$ cat src/rtl/dma_list_walker_pkg.sv
package dma_list_walker_pkg;

  typedef enum logic [3:0] {
    stIdle, stNext, stHdrRd, stHdrWait, stMark, stPayRd, stPayWait,
    stPayOut, stClrRd, stClrWait, stClrWr, stFin
  } walkState_t;

  typedef enum logic [1:0] {selHdr, selPay, selNode, selClr} addrSel_t;

  typedef struct packed {
    logic     ldStart;
    logic     ldHdr;
    logic     noteMark;
    logic     ldOut;
    logic     ldClrStart;
    logic     ldClrHdr;
    logic     clrNext;
    logic     wrSet;
    addrSel_t addrSel;
  } walkCtl_t;

endpackage

$ cat src/rtl/dma_list_walker_dp.sv
module dma_list_walker_dp
  import dma_list_walker_pkg::*;
#(
  parameter int ADDR_W      = 24,
  parameter int MEM_AW      = 21,
  parameter int DATA_W      = 32,
  parameter int LEN_W       = 8,
  parameter int COST_W      = 32,
  parameter int NODE_COST   = 5,
  parameter int LOOP_THRESH = 8192
) (
  input  logic                clk,
  input  logic                rstN,
  input  walkCtl_t            ctl,
  input  logic [ADDR_W-1:0]   startAddr,
  input  logic [DATA_W-1:0]   memRdata,
  output logic [MEM_AW-3:0]   memAddr,
  output logic [DATA_W-1:0]   memWdata,
  output logic [DATA_W-1:0]   outData,
  output logic [COST_W-1:0]   costTotal,
  output logic                termNext,
  output logic                lenZero,
  output logic                markPend,
  output logic                haveMarks,
  output logic                clrDone
);

  localparam int TERM_BIT = ADDR_W - 1;
  localparam int WORD_AW  = MEM_AW - 2;
  localparam int CNT_W    = $clog2(LOOP_THRESH + 1);
  localparam int MARK_W   = WORD_AW + 1;
  localparam logic [CNT_W-1:0] THR = CNT_W'(LOOP_THRESH);

  logic [ADDR_W-1:0]  walkAddr;
  logic [WORD_AW-1:0] nodePtr, payPtr, firstMark, clrPtr;
  logic [LEN_W-1:0]   remLen;
  logic [CNT_W-1:0]   nodeCnt;
  logic [MARK_W-1:0]  markCnt, clrLeft;
  logic [COST_W-1:0]  costAcc;
  logic [DATA_W-1:0]  hdrWord, outWord;
  logic               pastThresh;

  assign pastThresh = (nodeCnt == THR);

  always_ff @(posedge clk) begin
    if (!rstN) begin
      walkAddr  <= '0;
      nodePtr   <= '0;
      payPtr    <= '0;
      firstMark <= '0;
      clrPtr    <= '0;
      remLen    <= '0;
      nodeCnt   <= '0;
      markCnt   <= '0;
      clrLeft   <= '0;
      costAcc   <= '0;
      hdrWord   <= '0;
      outWord   <= '0;
      markPend  <= 1'b0;
    end else begin
      if (ctl.ldStart) begin
        walkAddr <= startAddr;
        nodeCnt  <= '0;
        markCnt  <= '0;
        costAcc  <= '0;
      end
      if (ctl.ldHdr) begin
        hdrWord  <= memRdata;
        nodePtr  <= walkAddr[MEM_AW-1:2];
        payPtr   <= walkAddr[MEM_AW-1:2] + WORD_AW'(1);
        walkAddr <= memRdata[ADDR_W-1:0];
        remLen   <= memRdata[DATA_W-1 -: LEN_W];
        costAcc  <= costAcc + COST_W'(NODE_COST) + COST_W'(memRdata[DATA_W-1 -: LEN_W]);
        markPend <= pastThresh && !memRdata[TERM_BIT];
        if (!pastThresh) nodeCnt <= nodeCnt + CNT_W'(1);
      end
      if (ctl.noteMark) begin
        if (markCnt == '0) firstMark <= nodePtr;
        markCnt <= markCnt + MARK_W'(1);
      end
      if (ctl.ldOut) begin
        outWord <= memRdata;
        payPtr  <= payPtr + WORD_AW'(1);
        remLen  <= remLen - LEN_W'(1);
      end
      if (ctl.ldClrStart) begin
        clrPtr  <= firstMark;
        clrLeft <= markCnt;
      end
      if (ctl.ldClrHdr) hdrWord <= memRdata;
      if (ctl.clrNext) begin
        clrPtr  <= hdrWord[MEM_AW-1:2];
        clrLeft <= clrLeft - MARK_W'(1);
      end
    end
  end

  always_comb begin
    unique case (ctl.addrSel)
      selHdr:  memAddr = walkAddr[MEM_AW-1:2];
      selPay:  memAddr = payPtr;
      selNode: memAddr = nodePtr;
      default: memAddr = clrPtr;
    endcase
  end

  assign memWdata  = {hdrWord[DATA_W-1:TERM_BIT+1], ctl.wrSet, hdrWord[TERM_BIT-1:0]};
  assign outData   = outWord;
  assign costTotal = costAcc;
  assign termNext  = walkAddr[TERM_BIT];
  assign lenZero   = (remLen == '0);
  assign haveMarks = (markCnt != '0);
  assign clrDone   = (clrLeft == '0);

  logic unusedAddrBits;
  assign unusedAddrBits = ^{walkAddr[1:0], walkAddr[TERM_BIT-1:MEM_AW]};

  // a mark is only recorded for a node flagged past the threshold
  assert_mark_flagged_R7: assert property (@(posedge clk) disable iff (!rstN)
    ctl.noteMark |-> markPend);

  // the restore pass never steps beyond the recorded marks
  assert_clr_bounded_R9: assert property (@(posedge clk) disable iff (!rstN)
    ctl.clrNext |-> !clrDone);

endmodule

$ cat src/rtl/dma_list_walker_ctrl.sv
module dma_list_walker_ctrl
  import dma_list_walker_pkg::*;
(
  input  logic     clk,
  input  logic     rstN,
  input  logic     start,
  input  logic     memReady,
  input  logic     memRvalid,
  input  logic     outReady,
  input  logic     termNext,
  input  logic     lenZero,
  input  logic     markPend,
  input  logic     haveMarks,
  input  logic     clrDone,
  output walkCtl_t ctl,
  output logic     memReq,
  output logic     memWe,
  output logic     outValid,
  output logic     busy,
  output logic     done
);

  walkState_t state, nxt;

  always_ff @(posedge clk) begin
    if (!rstN) state <= stIdle;
    else       state <= nxt;
  end

  always_comb begin
    nxt    = state;
    ctl    = '0;
    memReq = 1'b0;
    memWe  = 1'b0;
    unique case (state)
      stIdle: if (start) begin
        ctl.ldStart = 1'b1;
        nxt = stNext;
      end
      stNext: begin
        if (!termNext) nxt = stHdrRd;
        else if (haveMarks) begin
          ctl.ldClrStart = 1'b1;
          nxt = stClrRd;
        end else nxt = stFin;
      end
      stHdrRd: begin
        memReq = 1'b1;
        ctl.addrSel = selHdr;
        if (memReady) nxt = stHdrWait;
      end
      stHdrWait: if (memRvalid) begin
        ctl.ldHdr = 1'b1;
        nxt = stMark;
      end
      stMark: begin
        ctl.addrSel = selNode;
        ctl.wrSet = 1'b1;
        if (!markPend) nxt = stPayRd;
        else begin
          memReq = 1'b1;
          memWe = 1'b1;
          if (memReady) begin
            ctl.noteMark = 1'b1;
            nxt = stPayRd;
          end
        end
      end
      stPayRd: begin
        ctl.addrSel = selPay;
        if (lenZero) nxt = stNext;
        else begin
          memReq = 1'b1;
          if (memReady) nxt = stPayWait;
        end
      end
      stPayWait: if (memRvalid) begin
        ctl.ldOut = 1'b1;
        nxt = stPayOut;
      end
      stPayOut: if (outReady) nxt = stPayRd;
      stClrRd: begin
        ctl.addrSel = selClr;
        if (clrDone) nxt = stFin;
        else begin
          memReq = 1'b1;
          if (memReady) nxt = stClrWait;
        end
      end
      stClrWait: begin
        ctl.addrSel = selClr;
        if (memRvalid) begin
          ctl.ldClrHdr = 1'b1;
          nxt = stClrWr;
        end
      end
      stClrWr: begin
        ctl.addrSel = selClr;
        memReq = 1'b1;
        memWe = 1'b1;
        if (memReady) begin
          ctl.clrNext = 1'b1;
          nxt = stClrRd;
        end
      end
      stFin: nxt = stIdle;
      default: nxt = stIdle;
    endcase
  end

  assign outValid = (state == stPayOut);
  assign busy     = (state != stIdle);
  assign done     = (state == stFin);

  assert_idle_quiet_R1: assert property (@(posedge clk) disable iff (!rstN)
    !busy |-> (!memReq && !outValid));

  assert_out_hold_R4: assert property (@(posedge clk) disable iff (!rstN)
    (outValid && !outReady) |=> outValid);

  assert_done_then_idle_R12: assert property (@(posedge clk) disable iff (!rstN)
    done |=> !busy);

endmodule

$ cat src/rtl/dma_list_walker.sv
module dma_list_walker
  import dma_list_walker_pkg::*;
#(
  parameter int ADDR_W      = 24,
  parameter int MEM_AW      = 21,
  parameter int DATA_W      = 32,
  parameter int LEN_W       = 8,
  parameter int COST_W      = 32,
  parameter int NODE_COST   = 5,
  parameter int LOOP_THRESH = 8192
) (
  input  logic              clk,
  input  logic              rstN,
  input  logic              start,
  input  logic [ADDR_W-1:0] startAddr,
  output logic              memReq,
  output logic              memWe,
  output logic [MEM_AW-3:0] memAddr,
  output logic [DATA_W-1:0] memWdata,
  input  logic              memReady,
  input  logic              memRvalid,
  input  logic [DATA_W-1:0] memRdata,
  output logic              outValid,
  output logic [DATA_W-1:0] outData,
  input  logic              outReady,
  output logic              busy,
  output logic              done,
  output logic [COST_W-1:0] costTotal
);

  walkCtl_t ctl;
  logic termNext, lenZero, markPend, haveMarks, clrDone;

  dma_list_walker_ctrl u_ctrl (
    .clk(clk), .rstN(rstN), .start(start), .memReady(memReady),
    .memRvalid(memRvalid), .outReady(outReady), .termNext(termNext),
    .lenZero(lenZero), .markPend(markPend), .haveMarks(haveMarks),
    .clrDone(clrDone), .ctl(ctl), .memReq(memReq), .memWe(memWe),
    .outValid(outValid), .busy(busy), .done(done)
  );

  dma_list_walker_dp #(
    .ADDR_W(ADDR_W), .MEM_AW(MEM_AW), .DATA_W(DATA_W), .LEN_W(LEN_W),
    .COST_W(COST_W), .NODE_COST(NODE_COST), .LOOP_THRESH(LOOP_THRESH)
  ) u_dp (
    .clk(clk), .rstN(rstN), .ctl(ctl), .startAddr(startAddr),
    .memRdata(memRdata), .memAddr(memAddr), .memWdata(memWdata),
    .outData(outData), .costTotal(costTotal), .termNext(termNext),
    .lenZero(lenZero), .markPend(markPend), .haveMarks(haveMarks),
    .clrDone(clrDone)
  );

  assert_req_hold_R11: assert property (@(posedge clk) disable iff (!rstN)
    (memReq && !memReady) |=> (memReq && $stable(memAddr) && $stable(memWe) && $stable(memWdata)));

  assert_data_hold_R4: assert property (@(posedge clk) disable iff (!rstN)
    (outValid && !outReady) |=> $stable(outData));

  assert_cost_held_R6: assert property (@(posedge clk) disable iff (!rstN)
    (!busy && !start) |=> $stable(costTotal));

endmodule

$ cat config.mk
export PLATFORM = sky130hd
export DESIGN_NAME = dma_list_walker
export DESIGN_NICKNAME = d
export VERILOG_FILES = /design/src/rtl/dma_list_walker_pkg.sv /design/src/rtl/dma_list_walker_dp.sv /design/src/rtl/dma_list_walker_ctrl.sv /design/src/rtl/dma_list_walker.sv
export SDC_FILE = /design/constraint.sdc
export NUM_CORES = 1
export LEC_CHECK = 0
export BUFFER_PORTS_ARGS = -buffer_cell sky130_fd_sc_hd__buf_2
export CAP_MARGIN = 30
export CORE_MARGIN = 8
export CORE_UTILIZATION = 60
export CTS_BUF_LIST = sky130_fd_sc_hd__clkbuf_4 sky130_fd_sc_hd__clkbuf_8
export DETAILED_ROUTE_END_ITERATION = 10
export PLACE_DENSITY = 0.91
export SETUP_SLACK_MARGIN = 0.02
export SLEW_MARGIN = 40
export SYNTH_ARGS = -nofsm -noshare
export SYNTH_HDL_FRONTEND = slang
export SYNTH_SLANG_ARGS = --single-unit
export TNS_END_PERCENT = 20
$ cat constraint.sdc
create_clock -name clk -period 3.55 [get_ports clk]
set_input_delay 0.71 -clock clk [delete_from_list [all_inputs] [get_ports clk]]
set_output_delay 0.71 -clock clk [all_outputs]
set_load 0.1 [all_outputs]
==> results of run 1 <==
## registers in the layout, summed over array words and instances, names as in the netlist, 14 cells and up
register	count
u_dp.costTotal	32
u_dp.outData	32
u_dp.hdrWord	31
u_dp.clrLeft	20
u_dp.markCnt	20
u_dp.walkAddr	20
u_dp.clrPtr	19
u_dp.firstMark	19
u_dp.nodePtr	19
u_dp.payPtr	19
u_dp.nodeCnt	14
## placed cells by master (no fill, tap or decap), types with 7 or more instances in the layout
| cell type | count |
|---|---|
| a211oi_1 | 7 |
| a21o_1 | 7 |
| a21oi_1 | 192 |
| a22oi_1 | 33 |
| a31oi_1 | 31 |
| and2_1 | 11 |
| and3_1 | 21 |
| buf_2 | 174 |
| buf_4 | 31 |
| clkbuf_4 | 21 |
| clkbuf_8 | 48 |
| dfxtp_1 | 256 |
| ha_1 | 24 |
| inv_1 | 27 |
| mux2_2 | 12 |
| mux2i_1 | 23 |
| nand2_1 | 404 |
| nand2b_1 | 7 |
| nand3_1 | 55 |
| nand4_1 | 26 |
| nor2_1 | 96 |
| nor3_1 | 26 |
| nor4_1 | 8 |
| o2111ai_1 | 10 |
| o211ai_1 | 25 |
| o21ai_0 | 88 |
| o21ai_1 | 13 |
| or2_2 | 10 |
| or3_1 | 15 |
| xnor2_1 | 11 |
| xor2_1 | 11 |
## timing repair
action,CTS,global route
resized for setup,2,3
hold buffers,0,0
setup endpoints to repair,9,15
## stage by stage
step	setup WS (ns)	cell area, µm²	util, %	power, mW	hold WS (ns)
after floorplan	-0.632	12700	-	5.19	0.432
after global placement	0.351	13900	66.1	5.76	0.439
after detailed placement	0.310	13900	66.1	5.81	0.446
after CTS	0.0370	14700	70.3	8.49	0.373
after global routing	0.0572	14700	70.3	8.83	0.396
final	0.156	14700	70.3	8.53	0.388
## cell type report
cell class	instances	area share, %
flip-flops and latches	258	35.1
clock buffers	67	5.45
diodes	2	0.0340
well taps	275	2.33
repair buffers	210	8.00
inverters	29	0.772
multi-input cells	1276	47.9
clock inverters	5	0.424
## power by group
group	switching [mW]	internal [mW]	leakage, nW
registers	0.204	3.03	2.08
logic	2.01	0.582	2.95
clock network	1.20	1.51	0.467
## path summary, 6_finish.rpt
check / from / slack, ns / end / depth (start not counted)
hold reg to reg: u_dp.outData[16]$_SDFFE_PN0N_ / 0.45 / u_dp.outData[16]$_SDFFE_PN0N_ / 2
hold / removal: memRdata[1] / 0.39 / u_dp.outData[1]$_SDFFE_PN0N_ / 3
setup / recovery: u_ctrl.state[1]$_SDFFE_PN0P_ / 0.16 / memAddr[18] / 6
setup reg to reg: u_ctrl.state[3]$_SDFFE_PN0P_ / 0.66 / u_dp.payPtr[16]$_SDFFE_PN0P_ / 12
## cells by family (layout without fill, tap and decap cells)
family                     count (synthesis)  in the layout
AOI/OAI and AO/OA                        470            470
xor gates and xnor gates                  22             22
adders and majority gates                 25             25
buffers and inverters                    144            311
DFF                                      258            258
muxes                                     35             35
other                                      0              2
and+or+nand+nor                          724            724
## worst max-delay path, cell delays in order (launching register included)
cell and delay (ns):
dfxtp_1 0.40, buf_4 0.20, nor3b_4 0.36, buf_12 0.23
o21ai_0 0.16, o21ai_0 0.33, clkbuf_4 0.41
## metal layers
metal / part of all wire [%] / global-route usage [%] / routed length (µm)
met4: 3.6 / 12.5 / 1400
met5: 0 / 0 / 0
met3: 13 / 8.20 / 5020
met1: 40 / 37.1 / 15600
met2: 44 / 42.7 / 17000
==> results.yml, run 1 <==
sta:
  tns_ns: 0
  skew_ns: 0.0364
  post-route-period-util_pct: 95.6
  finalSetupViolations: 0
  hold_viol_final: 0
  grt_setup_unrepaired: "false"
  worstMarginPinSlew_ns: 0.838
  relSlewSlack_pct: 44.2
  period_needed_ns: 3.39
  finalMaxSlewViolations: 0
  fmax_mhz: 295
floorplanning:
  die_w_um: 162
  ios: 182
  start_util_pct: 60.8
  core_area_um2: 21000
  die_y_um: 162
  dieArea_um2: 26100
  rows: 53
logic_synthesis:
  ys_warn_count: 0
  ys.flop_type: "dfxtp_1"
  async_flop_share_pct: 0
  synth_top_area_cell: "dfxtp_1"
  ys_top_cells_by_area: "dfxtp_1 (41%), nand2_1 (12%), a21oi_1 (7.6%)"
  synth_top_family_by_area: "simple AND/OR/NAND/NOR gates"
  synth-seq-cells: 258
  ys_types: 78
  synth_most_common_cell: "nand2_1"
  synth_area_per_cell_um2: 7.59
  synthAdderAreaFrac_pct: 2.51
  synth-xor-area-share_pct: 1.51
  synth_common_cells: "nand2_1 (404), dfxtp_1 (258), a21oi_1 (193), o21ai_0 (103), nor2_1 (98)"
  synth_edf_count: 0
  synth.area.mux_share_pct: 2.87
  synth_compound_area_share_pct: 22.3
  syn_nets: 1765
  synth_top_cell_area_share_pct: 40.5
  syn_area_um2: 12700
  yosysSeqAreaShare_pct: 40.5
  synth-simple-area-share_pct: 25.9
  netlist_instances: 1678
global_route:
  grt_use_total_pct: 28.3
  grt-ovfl-total: 0
  grt_pass1_vias: 12374
  grt_antenna_before_repair: 2
  grt_pass1_wl_um: 62100
  grt_max_degree: 104
detailed_routing:
  drc: 0
  drt-initial-drc-count: 1740
  vias: 13409
  ant_nets: 0
  routedWlPerCell_um: 18.4
  wl_um: 39000
  first_pass_iters: 6
  routed_via_density: 6.32
place:
  port-buffer-count: 177
  hpwl_um: 26600
  gp_congestion: 0.935
  dp_cells: 2048
clock_network:
  path_clk_slew_ns: 0.06
  cts_tree: "built"
  cts_made_buffers: 44
  cts_max_path_buffers: 3
  clock-root-buffer: "clkbuf_8"
  postCtsSetupBuffers: 0
  h-tree-depth: 2
  cts.sinks: 258
  clock_latency_ns: 0.58
final_layout:
  syn2layout_area_growth_pct: 15.7
  fillers: 1660
  multi_input_area_um2: 7070
  regArea_um2: 5170
  final_cells: 2122
  drive_gt1_share_pct: 17.9
  fin_nets: 1906
critical_path:
  crit_fanout: 36
  critPathRequiredTime_ns: 2.84
  critPathCaptureType: "primary output"
  cp.arrival_ns: 2.68
  cp-start-kind: "flip-flop"
  path_class: "flip-flop to primary output"
min_path:
  hp-class: "primary input to flip-flop"
pwr:
  p_per_area_nw_per_um2: 579
  peakVddDrop_mv: 0.392
  power.leakage_nw: 5.50
job:
  max_cap_violations: 0
status:
  status: "finished clean"
Power figures use the tool's default switching activity.
==> inputs of run 2 (changes only) <==
Settings changed: CORE_ASPECT_RATIO set to 0.6, REMOVE_ABC_BUFFERS set to 1.
==> results.yml, run 2 (synthesized netlist as in run 1, its figures left out) <==
clock_network:
  postCtsSetupBuffers: 0
  h-tree-depth: 2
  path_clk_slew_ns: 0.07
  cts_tree: "built"
  cts_made_buffers: 38
  cts.sinks: 258
  clock-root-buffer: "clkbuf_8"
  cts_max_path_buffers: 3
  clock_latency_ns: 0.56
critical_path:
  path_class: "flip-flop to primary output"
  cp-endpoint: "memAddr[5]"
  cp_slowest_stage_delay_ns: 0.47
  critPathCaptureType: "primary output"
  critPathRequiredTime_ns: 2.84
  crit_slowest_cell: "buf_2"
  crit_fanout: 26
  crit_chain: "buf_4 -> nor3b_4 -> buf_4 -> o21ai_0 -> o21ai_0 -> buf_2"
  worstReg2RegStart: "u_ctrl.state[0]$_SDFFE_PN0P_"
  regToRegSetupSlack_ns: 0.63
  cp.arrival_ns: 2.71
  r2r_end: "u_dp.clrLeft[1]$_SDFFE_PN0P_"
  cp-start-kind: "flip-flop"
  ff2ff_path_depth: 6
  critPathLaunch: "u_ctrl.state[2]$_SDFFE_PN0P_"
min_path:
  hp-class: "primary input to flip-flop"
global_route:
  grtUsageMet3_pct: 7.96
  use_met1_pct: 39.7
  grt.busiest_layer: "met2"
  grt_use_total_pct: 28.9
  gr-usage-met2_pct: 42.8
  grt_antenna_before_repair: 1
  grt_pass1_wl_um: 63100
  grt_max_degree: 88
  grt_pass1_vias: 12415
  grt-ovfl-total: 0
sta:
  worstMarginPinSlew_ns: 0.840
  finalMaxSlewViolations: 0
  grt_setup_unrepaired: "false"
  post-route-period-util_pct: 96.4
  period_needed_ns: 3.42
  tns_ns: 0
  finalSetupViolations: 0
  fmax_mhz: 292
  hold_viol_final: 0
  skew_ns: 0.0187
  hold_ws_ns: 0.397
  final.setup.worst_slack_ns: 0.126
  relSlewSlack_pct: 43.5
detailed_routing:
  routedWlPerCell_um: 18.6
  routed_via_density: 6.27
  ant_nets: 0
  vias: 13306
  drt-initial-drc-count: 1927
  drc: 0
  wl_um: 39400
  first_pass_iters: 6
floorplanning:
  start_util_pct: 60.9
  ios: 182
  die_w_um: 204
  die_y_um: 129
  rows: 41
  dieArea_um2: 26300
  core_area_um2: 20900
final_layout:
  drive_gt1_share_pct: 17.8
  fillers: 1631
  syn2layout_area_growth_pct: 15.6
  antenna_cells: 0
  regArea_um2: 5170
  fin_nets: 1903
  final_common_cell: "nand2_1"
  final_cell_mix: "nand2_1 (404), dfxtp_1 (257), a21oi_1 (192)"
  multi_input_area_um2: 7070
place:
  gp_congestion: 0.912
  hpwl_um: 26200
  pre_cts_slack_ns: 0.272
  port-buffer-count: 177
pwr:
  p_per_area_nw_per_um2: 571
  peakVddDrop_mv: 0.444
  power.leakage_nw: 5.47
job:
  max_cap_violations: 0
status:
  status: "finished clean"
-- run 2: worst max-delay path, delay by kind of cell, from the launching register on --
kind            cells  cell delay (ns)
compound gates      2             0.36
buf+inv             3             1.07
flops               1             0.34
simple gates        1             0.37
-- run 2: how the worst min path moves through the flow --
stage | from | to | slack, ns | depth (start not counted)
floorplan | u_dp.firstMark[0]$_SDFFE_PN0P_ | u_dp.firstMark[0]$_SDFFE_PN0P_ | 0.43 | 2
global placement | u_dp.outData[7]$_SDFFE_PN0N_ | u_dp.outData[7]$_SDFFE_PN0N_ | 0.44 | 2
detailed placement | u_dp.outData[22]$_SDFFE_PN0N_ | u_dp.outData[22]$_SDFFE_PN0N_ | 0.45 | 2
CTS | memRdata[22] | u_dp.outData[22]$_SDFFE_PN0N_ | 0.38 | 3
global route | memRdata[22] | u_dp.outData[22]$_SDFFE_PN0N_ | 0.38 | 3
finish | memRdata[22] | u_dp.outData[22]$_SDFFE_PN0N_ | 0.40 | 3
-- run 2: layer usage --
layer / wire length (µm) / share of wire [%]
met3: 4920 / 12
met2: 16600 / 42
met4: 910 / 2.3
met5: 8 / 0.020
met1: 16900 / 43
-- run 2: power breakdown --
part           switching, mW  leakage (nW)  internal (mW)
logic                   1.96          2.96          0.581
clock network           1.19         0.438           1.43
registers              0.221          2.08           3.02
-- run 2: through the flow --
step                      util [%]  cells  cell area (µm²)  power [mW]
after floorplan                  -   1563            12300        5.10
after detailed placement      66.3   2054            13900        5.78
final                         70.4   2123            14700        8.41
after CTS                     70.2   2122            14700        8.38
after global routing          70.4   2123            14700        8.74
after global placement        66.2   2054            13900        5.74
-- run 2: what timing repair did --
item | 4_1_cts | 5_1_grt
resized for setup | 0 | 8
setup endpoints to repair | 0 | 6
hold buffers | 0 | 0
endpoints found under the hold margin | 0 | 0
-- run 2: area by class of cell --
type	instances	share of cell area, %
clock buffer	60	5.14
clock inverter	8	0.501
sequential	258	35.1
tap	279	2.37
multi-input combinational	1276	48.0
inverter	29	0.773
timing repair buffer	213	8.13
==> inputs of run 3 (changes only) <==
Settings changed: ABC_AREA set to 1, SLEW_MARGIN 40 to 20.
==> results.yml, run 3 <==
detailed_routing:
  drt-initial-drc-count: 1744
  routed_via_density: 5.89
  ant_nets: 0
  wl_um: 42900
  routedWlPerCell_um: 17.6
  first_pass_iters: 8
  drc: 0
  vias: 14362
critical_path:
  critPathRequiredTime_ns: 2.84
  crit_slowest_cell: "dfxtp_1"
  cp-start-kind: "flip-flop"
  crit_fanout: 15
  critPathCaptureType: "primary output"
  path_class: "flip-flop to primary output"
  cp_slowest_stage_delay_ns: 0.37
  crit_chain: "nor2_2 -> inv_1 -> nor2_4 -> clkinvlp_4 -> nand3_1 -> buf_4 -> o2111ai_1 -> buf_12"
  cp.arrival_ns: 2.76
logic_synthesis:
  synth-seq-cells: 258
  ys_top_cells_by_area: "dfxtp_1 (39%), nand2_1 (13%), o21ai_0 (7.7%)"
  netlist_instances: 1972
  synth_edf_count: 0
  ys.flop_type: "dfxtp_1"
  ys_types: 47
  synth_common_cells: "nand2_1 (442), dfxtp_1 (258), nor2_1 (238), inv_1 (204), o21ai_0 (204)"
  synth_top_area_cell: "dfxtp_1"
  yosysSeqAreaShare_pct: 39.1
  synth_top_cell_area_share_pct: 39.1
  async_flop_share_pct: 0
  syn_area_um2: 13200
  ys_warn_count: 0
  synth_area_per_cell_um2: 6.71
  synth_most_common_cell: "nand2_1"
final_layout:
  syn2layout_area_growth_pct: 17.2
  final_common_cell: "nand2_1"
  final_area_um2: 15500
  final_cell_mix: "nand2_1 (441), dfxtp_1 (258), nor2_1 (238)"
  fin_nets: 2210
  fillers: 1808
  antenna_cells: 0
  drive_gt1_share_pct: 14.7
floorplanning:
  die_y_um: 131
  core_area_um2: 21900
  die_w_um: 208
  rows: 42
  start_util_pct: 60.5
  dieArea_um2: 27200
  ios: 182
clock_network:
  clock_latency_ns: 0.57
  cts_hold_buf: 0
  clock-root-buffer: "clkbuf_8"
  cts_made_buffers: 39
  cts_max_path_buffers: 3
  cts_tree: "built"
  cts.sinks: 258
  path_clk_slew_ns: 0.06
  h-tree-depth: 2
place:
  dpl-instance-area_um2: 14600
  hpwl_um: 30000
  gp_congestion: 0.958
  port-buffer-count: 177
sta:
  worstMarginPinSlew_ns: 0.947
  skew_ns: 0.0215
  grt_setup_unrepaired: "false"
  hold_ws_ns: 0.396
  period_needed_ns: 3.47
  hold_viol_final: 0
  relSlewSlack_pct: 36.9
  finalSetupViolations: 0
  tns_ns: 0
  finalMaxSlewViolations: 0
  fmax_mhz: 289
  post-route-period-util_pct: 97.6
global_route:
  grt-ovfl-total: 0
  grt_pass1_vias: 13361
  grt_antenna_before_repair: 0
  grt_pass1_wl_um: 67900
  grt_use_total_pct: 30.3
  grt_max_degree: 100
pwr:
  finalPower_mw: 8.37
  power.leakage_nw: 6.65
  peakVddDrop_mv: 0.371
  p_per_area_nw_per_um2: 540
job:
  max_cap_violations: 0
min_path:
  hp-class: "primary input to flip-flop"
status:
  status: "finished clean"
==> run 3: cell count changes in the layout (fill, tap and decap cells not counted), moves of 17 or more <==
cell	previous run	this run
a31oi_1	31	12
nor2_1	96	238
nand4_1	26	43
buf_12	2	20
nand3_1	55	102
mux2i_1	23	0
o21ai_0	103	204
nand2_1	404	441
and3_1	21	0
inv_1	27	203
a21oi_1	192	157
a22oi_1	33	4
==> run 3: cell families (layout without fill, tap and decap cells) <==
logic type,Yosys count,after routing,share of synthesized area (%)
buf+inv,311,492,9.15
simple gates,901,901,28.9
xor+xnor,20,20,1.32
compound gates,457,457,19.2
flops,258,258,39.1
fa+ha+maj,25,25,2.42
==> run 3: path summary, 6_finish.rpt <==
check | startpoint | end | slack (ns) | cells after the start
worst max-delay path | u_ctrl.state[0]$_SDFFE_PN0P_ | memAddr[13] | 0.08 | 8
worst min-delay path | memRdata[22] | u_dp.hdrWord[22]$_SDFFE_PN0P_ | 0.40 | 3
worst max register to register | u_ctrl.state[1]$_SDFFE_PN0P_ | u_dp.nodeCnt[9]$_SDFF_PN0_ | 0.37 | 12
worst min register to register | u_dp.firstMark[15]$_SDFFE_PN0P_ | u_dp.firstMark[15]$_SDFFE_PN0P_ | 0.45 | 2
==> run 3: layout make-up <==
class                      instances  area (µm²)  share of cell area [%]
clock buffer                      65         801                    5.17
clock inverter                     6        87.6                   0.565
inverter                         217         823                    5.31
multi-input combinational       1403        6870                    44.3
sequential                       258        5160                    33.3
tap                              286         358                    2.31
timing repair buffer             204        1390                    8.98
==> run 3: where the power goes <==
group / leakage (nW) / switching, mW / total [mW] / internal (mW)
sequential: 2.08 / 0.117 / 3.16 / 3.04
clock: 0.461 / 1.22 / 2.79 / 1.57
combinational: 4.11 / 1.81 / 2.43 / 0.621
==> run 3: layer usage <==
layer	GRT usage, %	share of wire, %
met1	41.9	44
met2	46.3	42
met4	9.73	2.3
met5	0	0
met3	7.58	12
==> run 3: per-stage QoR <==
stage               utilization [%]  instances  worst slack [ns]
floorplan                         -       1878            -0.709
global placement               66.7       2368             0.540
detailed placement             66.7       2368             0.481
CTS                            70.8       2439            0.0547
global route                   70.9       2439            0.0310
finish                         70.9       2439            0.0840
==> run 3: critical path, delay by kind of cell (launching register included) <==
kind                   cells  cell delay, ns
buffers and inverters      4            0.93
AOI/OAI and AO/OA          1            0.27
and+or+nand+nor            3            0.60
DFF                        1            0.37
==> run 3: timing repair <==
item / in CTS / in global routing
pin swaps: 0 / 1
endpoints found under the setup margin: 2 / 17
gates resized for setup: 2 / 4
buffers inserted: 0 / 0
